`config.mk`:
```
export PLATFORM = sky130hd
export DESIGN_NAME = cyc_status_decoder
export DESIGN_NICKNAME = d
export VERILOG_FILES = /design/src/rtl/cycstat_pkg.sv /design/src/rtl/status_capture.sv /design/src/rtl/cmd_route.sv /design/src/rtl/cyc_status_decoder.sv
export SDC_FILE = /design/constraint.sdc
export NUM_CORES = 1
export LEC_CHECK = 0
export ABC_AREA = 1
export BUFFER_PORTS_ARGS = -buffer_cell sky130_fd_sc_hd__buf_2
export CELL_PAD_IN_SITES_DETAIL_PLACEMENT = 1
export CELL_PAD_IN_SITES_GLOBAL_PLACEMENT = 1
export CORE_AREA = 2 2 39 41
export CTS_BUF_LIST = sky130_fd_sc_hd__clkbuf_4 sky130_fd_sc_hd__clkbuf_8
export CTS_CLUSTER_DIAMETER = 30
export DETAILED_ROUTE_END_ITERATION = 10
export DIE_AREA = 0 0 41 43
export PLACE_DENSITY = 0.88
export SLEW_MARGIN = 10
export SYNTH_ARGS = -nofsm -noshare
export SYNTH_HDL_FRONTEND = slang
export SYNTH_SLANG_ARGS = --single-unit
export TNS_END_PERCENT = 50
```
`constraint.sdc`:
```
create_clock -name clk -period 1.2 [get_ports clk]
set_input_delay 0.18 -clock clk [delete_from_list [all_inputs] [get_ports clk]]
set_output_delay 0.18 -clock clk [all_outputs]
set_load 0.02 [all_outputs]
```
`src/rtl/cycstat_pkg.sv`:
```
package cycstat_pkg;
  localparam int STW     = 8;
  // status bit positions, fixed by the processor's status byte
  localparam int B_INTA  = 0;
  localparam int B_RDIR  = 1;
  localparam int B_STACK = 2;
  localparam int B_HALT  = 3;
  localparam int B_OUT   = 4;
  localparam int B_FETCH = 5;
  localparam int B_IN    = 6;
  localparam int B_MEM   = 7;
  localparam int NCMD    = 5;

  typedef struct packed {
    logic mem_rd_n;
    logic mem_wr_n;
    logic io_rd_n;
    logic io_wr_n;
    logic inta_n;
  } cmd_t;

  localparam cmd_t CMD_IDLE = '{default: 1'b1};
endpackage

```
`src/rtl/status_capture.sv`:
```
module status_capture
  import cycstat_pkg::*;
#(
  parameter int W = STW
) (
  input  logic         clk,
  input  logic         rst_n,
  input  logic         sync,
  input  logic [W-1:0] dbus,
  output logic [W-1:0] stat_q
);
  always_ff @(posedge clk or negedge rst_n) begin
    if (!rst_n)    stat_q <= '0;
    else if (sync) stat_q <= dbus;
  end

  assert_capture_R1: assert property (@(posedge clk) disable iff (!rst_n)
    sync |=> (stat_q == $past(dbus)));

  assert_hold_R2: assert property (@(posedge clk) disable iff (!rst_n)
    !sync |=> $stable(stat_q));
endmodule

```
`src/rtl/cmd_route.sv`:
```
module cmd_route
  import cycstat_pkg::*;
#(
  parameter int W = STW
) (
  input  logic         clk,
  input  logic         rst_n,
  input  logic [W-1:0] stat,
  input  logic         rd_stb,
  input  logic         wr_n,
  output cmd_t         cmd
);
  logic halted, rd_ok, wr_ok;
  logic do_inta, do_iord, do_memrd, do_iowr, do_memwr;

  assign halted = stat[B_HALT];
  assign rd_ok  = rst_n && !halted && rd_stb && stat[B_RDIR];
  assign wr_ok  = rst_n && !halted && !wr_n && !stat[B_RDIR];

  // read side: interrupt acknowledge takes priority, then port, then memory
  assign do_inta  = rd_ok && stat[B_INTA];
  assign do_iord  = rd_ok && !stat[B_INTA] && stat[B_IN];
  assign do_memrd = rd_ok && !stat[B_INTA] && !stat[B_IN]
                    && (stat[B_MEM] || stat[B_FETCH]);
  // write side: port when the output flag is set, memory otherwise
  assign do_iowr  = wr_ok && stat[B_OUT];
  assign do_memwr = wr_ok && !stat[B_OUT] && !stat[B_INTA];

  always_comb begin
    cmd          = CMD_IDLE;
    cmd.inta_n   = !do_inta;
    cmd.io_rd_n  = !do_iord;
    cmd.mem_rd_n = !do_memrd;
    cmd.io_wr_n  = !do_iowr;
    cmd.mem_wr_n = !do_memwr;
  end

  assert_onehot_R12: assert property (@(posedge clk) disable iff (!rst_n)
    $onehot0(~cmd));

  assert_halt_quiet_R10: assert property (@(posedge clk) disable iff (!rst_n)
    stat[B_HALT] |-> (&cmd));

  assert_idle_R4: assert property (@(posedge clk) disable iff (!rst_n)
    (!rd_stb && wr_n) |-> (&cmd));

  assert_reset_R3: assert property (@(posedge clk)
    !rst_n |-> (&cmd));
endmodule

```
`src/rtl/cyc_status_decoder.sv`:
```
module cyc_status_decoder
  import cycstat_pkg::*;
(
  input  logic         clk,
  input  logic         rst_n,
  input  logic [7:0]   dbus,
  input  logic         sync,
  input  logic         rd_stb,
  input  logic         wr_n,
  output logic [7:0]   stat_q,
  output logic         mem_rd_n,
  output logic         mem_wr_n,
  output logic         io_rd_n,
  output logic         io_wr_n,
  output logic         inta_n
);
  cmd_t cmd;

  status_capture #(.W(STW)) cap_i (
    .clk    (clk),
    .rst_n  (rst_n),
    .sync   (sync),
    .dbus   (dbus),
    .stat_q (stat_q)
  );

  cmd_route #(.W(STW)) route_i (
    .clk    (clk),
    .rst_n  (rst_n),
    .stat   (stat_q),
    .rd_stb (rd_stb),
    .wr_n   (wr_n),
    .cmd    (cmd)
  );

  assign mem_rd_n = cmd.mem_rd_n;
  assign mem_wr_n = cmd.mem_wr_n;
  assign io_rd_n  = cmd.io_rd_n;
  assign io_wr_n  = cmd.io_wr_n;
  assign inta_n   = cmd.inta_n;
endmodule

```
# Word-level counts from Yosys, hierarchy flattened
# Index checks and enable logic that the tools add are counted.
totals:
  inputBits: 13
  ff_bits: 8
  elab_cells: 26
  output_inout_bits: 13
classes:
  reduce_logical: 25
ops:
  columns: ["cell", "n"]
  rows:
  - ["$logic_and 1x1->1", 13]
  - ["$logic_not 1->1", 11]
  - ["$logic_or 1x1->1", 1]

# Logic depth before layout (Yosys ltp)
depth:
  ltp_word: 8
  depth_mapped: 4
  depth_no_buf: 4

# Cells and area by module
# From an unflattened synthesis, not the netlist that was laid out.
hier_totals:
  cells_unflattened: 49
  area_unflattened_um2: 369.1
modules_own_cells:
  columns: ["module", "n_inst", "seq_area_each_um2", "cells_each", "area_each_um2"]
  rows:
  - ["status_capture", 1, 200.2, 34, 305.3]
  - ["cmd_route", 1, 0.0, 15, 63.8]

# Worst setup path after synthesis
# OpenSTA, ideal clock, no wires.
synth_timing:
  kind: "register -> output"
  from: "reg cap_i.stat_q[3]"
  to: "out io_rd_n"
  n_path_buf: 0
  arrival_ns: 0.913
  required_time_ns: 1.020
  setup_slack_ns: 0.107
  stages_incl_launch_ff: 5
  cell_sequence: "dfrtp_1 -> inv_1 -> nand2_1 -> nor2_1 -> nand3_1"
synth_via:
  elab_chain_cells: 7
synth_rtl:
  columns: ["item", "line_no", "text"]
  rows:
  - ["from (decl)", "status_capture.sv:10", "output logic [W-1:0] stat_q"]
  - ["from (signal assigned)", "status_capture.sv:14", "else if (sync) stat_q <= dbus;"]
  - ["$logic_not 1->1", "cmd_route.sv:17", "assign rd_ok = rst_n && !halted && rd_stb && stat[B_RDIR];"]
  - ["$logic_and 1x1->1 (3 in a row)", "cmd_route.sv:17", null]
  - ["$logic_and 1x1->1 (2 in a row)", "cmd_route.sv:22", "assign do_iord = rd_ok && !stat[B_INTA] && stat[B_IN];"]
  - ["$logic_not 1->1", "cmd_route.sv:32", "cmd.io_rd_n = !do_iord;"]
  - ["to (decl)", "cyc_status_decoder.sv:13", "output logic io_rd_n,"]
# Every way passes these cells.

# Worst setup path in the final report
layout_timing:
  from: "reg cap_i.stat_q[3]"
  to: "out mem_rd_n"
layout_via:
  elab_chain_cells: 8
layout_rtl:
  columns: ["item", "line_no", "text"]
  rows:
  - ["$logic_not 1->1", "cmd_route.sv:17", null]
  - ["$logic_and 1x1->1 (3 in a row)", "cmd_route.sv:17", null]
  - ["$logic_and 1x1->1 (2 in a row)", "cmd_route.sv:23", "assign do_memrd = rd_ok && !stat[B_INTA] && !stat[B_IN]"]
  - ["$logic_and 1x1->1", "cmd_route.sv:24", "&& (stat[B_MEM] || stat[B_FETCH]);"]
  - ["$logic_not 1->1", "cmd_route.sv:33", "cmd.mem_rd_n = !do_memrd;"]
  - ["to (decl)", "cyc_status_decoder.sv:11", "output logic mem_rd_n,"]
# Every way passes these cells.

==> reports/qor.txt <==
final setup margin -> -0.121 ns
EDFF count, synth -> 0
Final Hold Fails -> 0
Placeable Area -> 1380 µm²
CTS buffer count -> 3
layout cell share with drive strength beyond 1 -> 45.3%
Num Clock Sinks -> 8
first-pass GRT wire length -> 1.72 mm
Synth cell types -> 8
power per cell area -> 1160 nW/µm²
Reg clk slew, reported paths -> 0.06 ns
smallest hold slack -> 0.130 ns
number of global-route vias before repair -> 396
Synth Area per Inst -> 7.97 µm²
Total GRT Usage -> 14.8%
final instance area -> 579 µm²
Pwr Total -> 669 µW
fmax -> 757 MHz
post-synth top area share -> 54.6%
final WL -> 1.01 mm
area grow syn2layout -> 58.0%
Syn. warnings -> 0
maxcap violations -> 0
fin. max-slew vios -> 0
fin util -> 41.9%
drt wl/cell -> 11.1 µm
Most flops, register -> cap_i.stat_q
worst slew pin tran -> 0.229 ns
Post-synth ARST share -> 100%
Cell Area, Synth -> 367 µm²
Longest Clk Path Bufs -> 2
CP Capture Type -> output pin
Initial Util -> 26.5%
fin nets -> 90
DR vias -> 398
unrepaired setup endpoints after global routing -> yes
crit-path max FO -> 3
top flop regs -> cap_i.stat_q (8)
Setup CP Type -> reg -> out
CTS tree -> done
failing checks -> negative setup slack
Setup crit start kind -> register
DRT iter0 DRCs -> 2
ranking of synthesized cells by area -> dfrtp_1, nand2_1, o21ai_0
postcts setup bufs -> 0
peak supply drop -> 0.496 mV
final setup vio count -> 5
Placed Area -> 508 µm²
number of H-tree levels -> 1
DP HPWL -> 793 µm
Site Rows -> 14
antenna cells -> 0
GPL Wtd Cong -> 0.683
commonest cells in the netlist -> nand2_1, inv_1, dfrtp_1, o21ai_0, nor2_1
die area -> 1760 µm²
Port Buffers -> 25
chip height -> 43 µm
Die Width -> 41 µm
outcome -> complete, but fails checks
Hold WC Path Type -> in -> reg
Synth area leader -> dfrtp_1
Largest register FFs -> 8
Worst slew margin -> 84.7%
post-synthesis sequential area ratio -> 54.6%
CP arrival -> 1.14 ns
Syn Inst Count -> 46
initial antenna violation count -> 0
grt ovf -> 0
Worst-Skew Late Latency -> 0.25 ns
Synth Register Bits -> 8
ys flop type -> dfrtp_1
DRT antenna net count -> 0
vias per cell -> 4.37
skew final -> 0 ns
most frequent cell after synthesis -> nand2_1
1st-pass router iterations -> 2
# DRC -> 0
final worst path period share -> 110%
LEAKAGE -> 0.000307 µW
Post-Syn Nets -> 59
fin crit period -> 1.32 ns
CTS Root Cell -> clkbuf_4
Required @ worst endpoint -> 1.02 ns
largest net degree at the start of global routing -> 17
total I/O pin count -> 26
==> path summary, 6_finish.rpt <==
kind	from	endpoint	slack, ns	cells past startpoint
worst max-delay path	cap_i.stat_q[3]	mem_rd_n	-0.12	5
worst min-delay path	dbus[2]	cap_i.stat_q[2]	0.13	3
worst max register to register	cap_i.stat_q[0]	cap_i.stat_q[0]	0.46	2
worst min register to register	cap_i.stat_q[2]	cap_i.stat_q[2]	0.53	2
max in group asynchronous	rst_n	cap_i.stat_q[5]	0.61	3
min in group asynchronous	rst_n	cap_i.stat_q[3]	0.30	2
==> kinds of logic after synthesis <==
kind of cell | share of synthesized area (%)
and+or+nand+nor | 22.2
DFF | 54.6
buffers and inverters | 12.3
AOI/OAI and AO/OA | 10.9
==> placed cells by master (no fill, tap or decap) <==
master	instances
dlygate4sd3_1	1
buf_2	22
nand3_2	2
buf_4	1
nor2_1	4
inv_1	8
dfrtp_1	8
nand2_2	1
clkbuf_4	3
nand3_1	1
buf_6	3
inv_2	1
nand2_1	10
nor2_4	1
o21ai_0	8
nand4_1	1
==> power by group <==
group | switching (µW) | internal, µW
registers | 19.8 | 295
logic | 94.3 | 56.1
clock network | 90.1 | 114
==> stage by stage <==
| step | setup slack (ns) | setup TNS, ns | instances |
|---|---|---|---|
| after floorplan | 0.107 | 0 | 46 |
| after global placement | 0.162 | 0 | 87 |
| after detailed placement | 0.0848 | 0 | 87 |
| after CTS | -0.151 | -0.491 | 91 |
| after global routing | -0.214 | -0.932 | 91 |
| final | -0.121 | -0.396 | 91 |
==> area by class of cell <==
class / instances / area [µm²]
sequential: 8 / 200
clock buffer: 3 / 22.5
inverter: 9 / 33.8
multi-input combinational: 28 / 141
fill: 190 / 805
timing repair buffer: 27 / 161
tap: 16 / 20.0
==> layer usage <==
layer / share of wire (%) / global-route usage, %
met4: 2.2 / 10.0
met3: 10 / 4.71
met1: 39 / 19.1
met2: 49 / 20.3
met5: 0 / 0
==> repair_timing <==
item / in CTS / in global routing
endpoints found under the setup margin: 5 / 5
pin swaps: 0 / 2
hold buffers: 1 / 0
gates resized for setup: 1 / 11
endpoints found under the hold margin: 8 / 0
==> critical path, cell delays in order, from the launching register on <==
cell	delay, ns
dfrtp_1	0.40
inv_2	0.07
nand2_2	0.06
nor2_4	0.14
nand3_2	0.09
buf_6	0.14
Note: power is estimated with default switching activity, not from simulation.
